**src/rtl/ldpc_bit_node_pkg.sv**
```systemverilog
package ldpc_bit_node_pkg;

  typedef enum logic [1:0] {
    PH_IDLE    = 2'd0,
    PH_COLLECT = 2'd1,
    PH_EMIT    = 2'd2,
    PH_DONE    = 2'd3
  } phase_t;

  // Strobes from control to datapath
  typedef struct packed {
    logic loadPrior;
    logic acceptMsg;
    logic lastAccept;
  } nodeCtrl_t;

endpackage

```
**src/rtl/ldpc_bit_node_ctrl.sv**
```systemverilog
module ldpc_bit_node_ctrl
  import ldpc_bit_node_pkg::*;
#(
  parameter int COL_WEIGHT = 6,
  localparam int IDXW = (COL_WEIGHT > 1) ? $clog2(COL_WEIGHT) : 1
) (
  input  logic            clk,
  input  logic            rst_n,
  input  logic            start,
  input  logic            inValid,
  output logic            inReady,
  output logic            outValid,
  output logic            doneFlag,
  output logic [IDXW-1:0] edgeIdx,
  output nodeCtrl_t       ctrl
);

  localparam logic [IDXW-1:0] LAST_IDX = IDXW'(COL_WEIGHT - 1);

  phase_t          phase, phaseNext;
  logic [IDXW-1:0] idxNext;

  always_comb begin
    phaseNext       = phase;
    idxNext         = edgeIdx;
    ctrl.loadPrior  = 1'b0;
    ctrl.acceptMsg  = 1'b0;
    ctrl.lastAccept = 1'b0;
    unique case (phase)
      PH_IDLE, PH_DONE: begin
        if (start) begin
          ctrl.loadPrior = 1'b1;
          phaseNext      = PH_COLLECT;
          idxNext        = '0;
        end
      end
      PH_COLLECT: begin
        if (inValid) begin
          ctrl.acceptMsg = 1'b1;
          if (edgeIdx == LAST_IDX) begin
            ctrl.lastAccept = 1'b1;
            phaseNext       = PH_EMIT;
            idxNext         = '0;
          end else begin
            idxNext = edgeIdx + 1'b1;
          end
        end
      end
      PH_EMIT: begin
        if (edgeIdx == LAST_IDX) begin
          phaseNext = PH_DONE;
          idxNext   = '0;
        end else begin
          idxNext = edgeIdx + 1'b1;
        end
      end
      default: phaseNext = PH_IDLE;
    endcase
  end

  always_ff @(posedge clk or negedge rst_n) begin
    if (!rst_n) begin
      phase   <= PH_IDLE;
      edgeIdx <= '0;
    end else begin
      phase   <= phaseNext;
      edgeIdx <= idxNext;
    end
  end

  assign inReady  = (phase == PH_COLLECT);
  assign outValid = (phase == PH_EMIT);
  assign doneFlag = (phase == PH_DONE);

endmodule

```
**src/rtl/ldpc_bit_node_dp.sv**
```systemverilog
module ldpc_bit_node_dp
  import ldpc_bit_node_pkg::*;
#(
  parameter int MSG_INT    = 4,
  parameter int MSG_FRAC   = 2,
  parameter int COL_WEIGHT = 6,
  localparam int W    = MSG_INT + MSG_FRAC,
  localparam int IDXW = (COL_WEIGHT > 1) ? $clog2(COL_WEIGHT) : 1
) (
  input  logic            clk,
  input  logic            rst_n,
  input  nodeCtrl_t       ctrl,
  input  logic [IDXW-1:0] edgeIdx,
  input  logic [W-1:0]    priorIn,
  input  logic [W-1:0]    msgIn,
  output logic [W-1:0]    msgOut,
  output logic            hardBit
);

  // Guard bits: sum of COL_WEIGHT+1 terms, plus a subtraction
  localparam int ACCW = W + $clog2(COL_WEIGHT + 1) + 1;
  localparam logic signed [ACCW-1:0] SAT_HI = ACCW'((2 ** (W - 1)) - 1);
  localparam logic signed [ACCW-1:0] SAT_LO = -SAT_HI - 1;

  logic signed [ACCW-1:0] accSum;
  logic signed [ACCW-1:0] priorWide, msgWide, bufWide, accNext, extrinsic;
  logic [W-1:0]           msgBuf [COL_WEIGHT];

  assign priorWide = {{(ACCW - W){priorIn[W-1]}}, priorIn};
  assign msgWide   = {{(ACCW - W){msgIn[W-1]}}, msgIn};
  assign accNext   = accSum + msgWide;

  always_ff @(posedge clk or negedge rst_n) begin
    if (!rst_n) begin
      accSum  <= '0;
      hardBit <= 1'b0;
    end else begin
      if (ctrl.loadPrior) accSum <= priorWide;
      else if (ctrl.acceptMsg) accSum <= accNext;
      if (ctrl.lastAccept) hardBit <= accNext[ACCW-1];
    end
  end

  // One storage slot per connected check
  for (genvar g = 0; g < COL_WEIGHT; g++) begin : gSlot
    always_ff @(posedge clk or negedge rst_n) begin
      if (!rst_n) msgBuf[g] <= '0;
      else if (ctrl.acceptMsg && (edgeIdx == IDXW'(g))) msgBuf[g] <= msgIn;
    end
  end

  assign bufWide   = {{(ACCW - W){msgBuf[edgeIdx][W-1]}}, msgBuf[edgeIdx]};
  assign extrinsic = accSum - bufWide;

  always_comb begin
    if (extrinsic > SAT_HI)      msgOut = SAT_HI[W-1:0];
    else if (extrinsic < SAT_LO) msgOut = SAT_LO[W-1:0];
    else                         msgOut = extrinsic[W-1:0];
  end

endmodule

```
**src/rtl/ldpc_bit_node.sv**
```systemverilog
module ldpc_bit_node
  import ldpc_bit_node_pkg::*;
#(
  parameter int MSG_INT    = 4,
  parameter int MSG_FRAC   = 2,
  parameter int COL_WEIGHT = 6,
  localparam int W    = MSG_INT + MSG_FRAC,
  localparam int IDXW = (COL_WEIGHT > 1) ? $clog2(COL_WEIGHT) : 1
) (
  input  logic         clk,
  input  logic         rst_n,
  input  logic         start,
  input  logic [W-1:0] prior_llr,
  input  logic         in_valid,
  input  logic [W-1:0] in_msg,
  output logic         in_ready,
  output logic         out_valid,
  output logic [W-1:0] out_msg,
  output logic         hard_bit,
  output logic         done
);

  nodeCtrl_t       ctrl;
  logic [IDXW-1:0] edgeIdx;

  ldpc_bit_node_ctrl #(.COL_WEIGHT(COL_WEIGHT)) ctrl_i (
    .clk(clk), .rst_n(rst_n), .start(start), .inValid(in_valid),
    .inReady(in_ready), .outValid(out_valid), .doneFlag(done),
    .edgeIdx(edgeIdx), .ctrl(ctrl)
  );

  ldpc_bit_node_dp #(.MSG_INT(MSG_INT), .MSG_FRAC(MSG_FRAC), .COL_WEIGHT(COL_WEIGHT)) dp_i (
    .clk(clk), .rst_n(rst_n), .ctrl(ctrl), .edgeIdx(edgeIdx),
    .priorIn(prior_llr), .msgIn(in_msg), .msgOut(out_msg), .hardBit(hard_bit)
  );

endmodule

```
**config.mk**
```make
export PLATFORM = sky130hd
export DESIGN_NAME = ldpc_bit_node
export DESIGN_NICKNAME = d
export VERILOG_FILES = /design/src/rtl/ldpc_bit_node_pkg.sv /design/src/rtl/ldpc_bit_node_ctrl.sv /design/src/rtl/ldpc_bit_node_dp.sv /design/src/rtl/ldpc_bit_node.sv
export SDC_FILE = /design/constraint.sdc
export NUM_CORES = 1
export LEC_CHECK = 0
export ABC_AREA = 1
export BUFFER_PORTS_ARGS = -buffer_cell sky130_fd_sc_hd__buf_2
export CELL_PAD_IN_SITES_DETAIL_PLACEMENT = 1
export CELL_PAD_IN_SITES_GLOBAL_PLACEMENT = 1
export CORE_UTILIZATION = 46
export CTS_BUF_LIST = sky130_fd_sc_hd__clkbuf_4
export DETAILED_ROUTE_END_ITERATION = 8
export PLACE_DENSITY = 0.86
export SLEW_MARGIN = 10
export SYNTH_ARGS = -nofsm -noshare
export SYNTH_HDL_FRONTEND = slang
export SYNTH_SLANG_ARGS = --single-unit
```
**constraint.sdc**
```tcl
create_clock -name clk -period 3.17 [get_ports clk]
set_clock_uncertainty 0.05 [all_clocks]
set_input_delay 0.1585 -clock clk [delete_from_list [all_inputs] [get_ports clk]]
set_output_delay 0.1585 -clock clk [all_outputs]
set_load 0.05 [all_outputs]
```
After elaboration in Yosys (flattened, before gate mapping):

Cells that the tools add are included.

* $add $sub $neg: 3
* magnitude comparators: 3
* equality and inequality tests: 12
* muxes and demuxes: 21
* bitwise operators: 1
* reduce and logical (&&, ||, !) cells: 12

Operator list (count)
* 2-to-1 mux 6 bit: 4
* 2-to-1 mux 10 bit: 2
* binary-select mux 6 bit (select 3 bit): 1
* 2-to-1 mux 2 bit: 6
* adder 10 x 6 -> 10 bit: 1
* > comparator 10 x 6 -> 1 bit, second input constant: 1
* < comparator 10 x 6 -> 1 bit, second input constant: 1
* subtractor 10 x 6 -> 10 bit: 1
* 2-to-1 mux 3 bit: 3
* one-hot mux 3 bit (3 select lines): 1
* equality test 3 x 2 -> 1 bit, second input constant: 2
* equality test 3 bit, second input constant: 2
* logical AND 1 bit: 6
* one-hot mux 2 bit (3 select lines): 1
* equality test 2 bit, second input constant: 2
* greater-or-equal comparator 4 bit, second input constant: 1
* inequality test 2 x 1 -> 1 bit, second input constant: 2
* inequality test 2 bit, second input constant: 2
* inverter 3 -> 4 bit: 1
* AND reduction 4 bit: 1
* adder 3 x 1 -> 3 bit, second input constant: 1
* equality test 3 x 1 -> 1 bit, second input constant: 1
* zero test 3 bit: 1
* 2-to-1 mux 1 bit: 3
* 5 further kinds: 5

* register bits after elaboration: 52
* input bits: 16

Longest topological paths before layout:

* depth in word-level cells: 8
* gate-level depth with buffers: 21
* mapped depth without buffers: 20

Modules after synthesis:

Synthesis repeated with hierarchy kept, for this count alone.

* cells, all modules: 476
* area, all modules: 3488.3 um^2

By module, submodules not included
* ldpc_bit_node_dp: instances 1, cells an instance 426, area an instance 3148.0 um^2, seq. area each 1176.1 um^2
* ldpc_bit_node_ctrl: instances 1, cells an instance 50, area an instance 340.3 um^2, seq. area each 125.1 um^2

Worst setup path before layout:

No wires, ideal clock.

* path kind: reg-to-output
* from: register ctrl_i.edgeIdx[0]
* to: output port out_msg[0]
* arrival time: 2774 ps
* slack: 187 ps
* cell stages (with the launch flop): 18
* cells stage by stage: dfrtp_1 > buf_6 > nor2_2 > buf_2 > inv_1 > o311ai_1 > inv_1 > ha_1 > nand2_1 > nor2_1 > nand3_1 > inv_1 > nor2_1 > nand3_1 > nand2_2 > nand2_2 > nand2_1 > nand2_1

* cells in the longest elaborated chain, start to end: 8

Ends and longest elaborated chain
* start: declaration: line ldpc_bit_node_ctrl.sv:14 `output logic [IDXW-1:0] edgeIdx,`
* start signal: assignment: line ldpc_bit_node_ctrl.sv:67 `edgeIdx <= idxNext;`
* inverter 3 -> 4 bit (not written as such) *: line ldpc_bit_node_dp.sv:52 `assign bufWide = {{(ACCW - W){msgBuf[edgeIdx][W-1]}}, msgBuf[edgeIdx]};`
* binary-select mux 6 bit (select 3 bit) *: line ldpc_bit_node_dp.sv:52
* 2-to-1 mux 6 bit (not written as such) * (2 in series): line ldpc_bit_node_dp.sv:52
* subtractor 10 x 6 -> 10 bit *: line ldpc_bit_node_dp.sv:53 `assign extrinsic = accSum - bufWide;`
* < comparator 10 x 6 -> 1 bit: line ldpc_bit_node_dp.sv:57 `else if (extrinsic < SAT_LO) msgOut = SAT_LO[W-1:0];`
* 2-to-1 mux 6 bit: line ldpc_bit_node_dp.sv:57
* 2-to-1 mux 6 bit *: line ldpc_bit_node_dp.sv:56 `if (extrinsic > SAT_HI) msgOut = SAT_HI[W-1:0];`
* end: declaration: line ldpc_bit_node.sv:18 `output logic [W-1:0] out_msg,`

Mark *: on every way between the ends. The rest lies on a longest branch, timed or not. The select of a mux whose other input is x is not followed.

Worst setup path after layout:

* from: register ctrl_i.edgeIdx[1]
* to: output port out_msg[2]

Same word-level chain as after synthesis.

==> impl_results.md <==
- Status: finished, violations left
- Failing checks: negative setup slack
- Hold EP: dp_i.accSum[4]
- Final instance area: 4579 um^2
- R2R Setup Slk: 710 ps
- Share of the synthesized area in the top cell type: 37.00%
- Row cnt: 31
- Die extent in y: 89.44 um
- Critical Path RT: 2960 ps
- Post-synthesis sequential area ratio: 37.00%
- Via-to-Cell Ratio: 6.091
- Multi-input gate area: 2387 um^2
- Synth top area cells: dfrtp_1 (37%), nand2_1 (16%), ha_1 (8.5%)
- Yosys warnings: 0
- Max Fclk: 262.1 MHz
- Worst hold start: prior_llr[4]
- Worst hold stages: 3
- Final count of hold timing violations: 0
- Worst-skew pair later-pin latency: 420 ps
- CTS clk-pin slew, worst paths: 200 ps
- Worst reg2reg endpoint: dp_i.accSum[6]
- Worst-path fanout max: 7
- Cell with the most instances after synthesis: nand2_1
- Crit Path Category: reg -> out
- Clock sinks: 52
- Final Max Tran Viols: 0
- Post-route ant nets: 0
- Vias: 3880
- Top Ports: 26
- Final WL: 15100 um
- Seq cells post-synth: 52
- Final nets: 579
- DIE WIDTH: 89.44 um
- Fin crit share: 120.4%
- Reg2reg start: ctrl_i.phase[0]
- Synth-to-Final Area Change: 30.20%
- Max-cap viol count: 0
- Post-synth EDFFs: 0
- Synth Net Count: 526
- Register Area: 1305 um^2
- Final Setup Violations: 6
- Max clock buf depth: 2
- TritonCTS Buffers: 5
- Fin crit period: 3815 ps
- Slew HR: 41.88%
- Worst slew pin tran: 871.7 ps
- Startpoint types: flip-flop
- DRC: 0
- Post-synth design cell area: 3517 um^2
- Cell taking the most area after synthesis: dfrtp_1
- Critical Path AT: 3610 ps
- Hold Crit Class: in -> reg
- Final Non-Filler Cells: 637
- Die area: 8000 um^2
- Drt wl/cell: 23.70 um
- Vias in the first global route: 3860
- DR pass1 iterations: 5
- CTS tree: built
- Cell variety after synth: 33
- RSZ-0062 raised after global routing: yes
- # fillers: 889
- R2R depth: 7
- Average cell area after synthesis: 7.267 um^2
- Top_reg_cell synth: dfrtp_1
- Commonest cells post-synth: nand2_1 (154), o21ai_0 (56), inv_1 (55)
- DRT iter0 DRCs: 404
- Pin count of the biggest net entering global routing: 38
- GRT Total Usage: 32.74%
- Detailed Place HPWL: 7556 um
- Final worst slack: -645.5 ps
- Total gr overflow: 0
- FFs w/ async S/R, synth: 100.0%
- Ratio of cells with drive above 1 in the final layout: 30.48%
- Floorplan Core Area: 7331 um^2
- N_diodes: 0
- H-tree depth: 2
- Initial antenna violation count: 0
- Area after DPL: 3721 um^2
- Placed Cells: 599
- Worst setup EP type: output port
- Count of input and output buffers: 25
- Placer congestion estimate: 0.8484
- Clock root cell: clkbuf_4
- Global-route wire length before repair: 19320 um
- Initial Utilization: 47.98%
- TNS Setup: -3495 ps
- Synthesized instance count: 484
## cell type report
cell class | count | share of cell area [%]
inverter | 62 | 5.437
clock inverter | 3 | 0.4918
multi-input combinational | 359 | 52.13
tap | 99 | 2.705
sequential | 52 | 28.50
clock buffer | 5 | 0.8197
timing repair buffer | 57 | 9.918
## registers in the layout, summed over array words and instances, names as in the netlist
register / count
dp_i.hardBit: 1
dp_i.msgBuf: 36
ctrl_i.phase: 2
dp_i.accSum: 10
ctrl_i.edgeIdx: 3
## per-stage QoR
step	util (%)	hold WS, ps	worst slack (ps)
after floorplan	-	-187.1	187.2
after global placement	50.76	245.2	99.58
after detailed placement	50.76	258.6	-57.47
after CTS	57.77	41.79	-138.5
after global routing	62.47	86.49	-853.2
final	62.47	46.42	-645.5
## what timing repair did
action | CTS | global route
buffers inserted | 19 | 8
hold buffers | 2 | 0
endpoints found under the setup margin | 6 | 6
gates resized for setup | 67 | 65
endpoints found under the hold margin | 37 | 0
pin swaps | 19 | 37
cloned | 1 | 0
## layer usage
layer / share of wire [%] / vias up / track usage (%)
met3: 8.2 / 80 / 5.263
met4: 5.2 / 0 / 12.41
met2: 48 / 221 / 58.36
met5: 0 / - / 0
li1: - / 1679 / -
met1: 39 / 1900 / 39.71
## critical path, cell delays in order (launching register included)
cell      delay (ps)
dfrtp_2          510
buf_6            140
nor2_4           300
inv_4             90
nor2_8           190
nand2_2           90
o311ai_4         100
inv_2             80
ha_4             170
nand2_1          150
nand2_2           90
nand2_4          140
nand2_2          140
nand2_2          120
nand3_1           90
nand3_1          160
nand2_2          120
nand2_4          130
nand2_2           90
nand2_4          110
buf_8            150
## layout by cell type, fill, tap and decap left out, types with 7 or more instances in the layout
cell / Yosys / routed
nor2_1: 32 / 25
nand2_2: 3 / 26
inv_1: 55 / 48
nand3_2: 2 / 8
ha_1: 24 / 14
nand2_4: 0 / 10
buf_2: 3 / 19
buf_4: 1 / 26
nor2_4: 2 / 7
o21ai_0: 56 / 53
ha_4: 0 / 9
a21oi_1: 15 / 15
o21ai_2: 5 / 7
nand2_1: 154 / 120
inv_2: 6 / 7
nand3_1: 30 / 23
dfrtp_1: 52 / 49
## cells by family after synthesis
logic type	after synthesis	share of synthesized area [%]
adder cells (fa/ha/maj)	26	9.676
XOR/XNOR	8	1.992
AND/OR/NAND/NOR	231	27.68
AO/OA/AOI/OAI	93	15.12
flip-flops	52	37.00
buffers and inverters	74	8.538
## worst max-delay path by stage
stage                 startpoint          to  cells after the start
6_report       ctrl_i.edgeIdx[1]  out_msg[2]                     20
5_1_grt        ctrl_i.edgeIdx[0]  out_msg[2]                     18
4_1_cts        ctrl_i.edgeIdx[1]  out_msg[4]                     20
3_5_place_dp   ctrl_i.edgeIdx[0]  out_msg[4]                     19
3_3_place_gp   ctrl_i.edgeIdx[2]  out_msg[2]                     15
2_1_floorplan  ctrl_i.edgeIdx[0]  out_msg[0]                     17
Power is not shown: default switching activity piles up to over one toggle a cycle in this logic, so the estimate is an artifact.
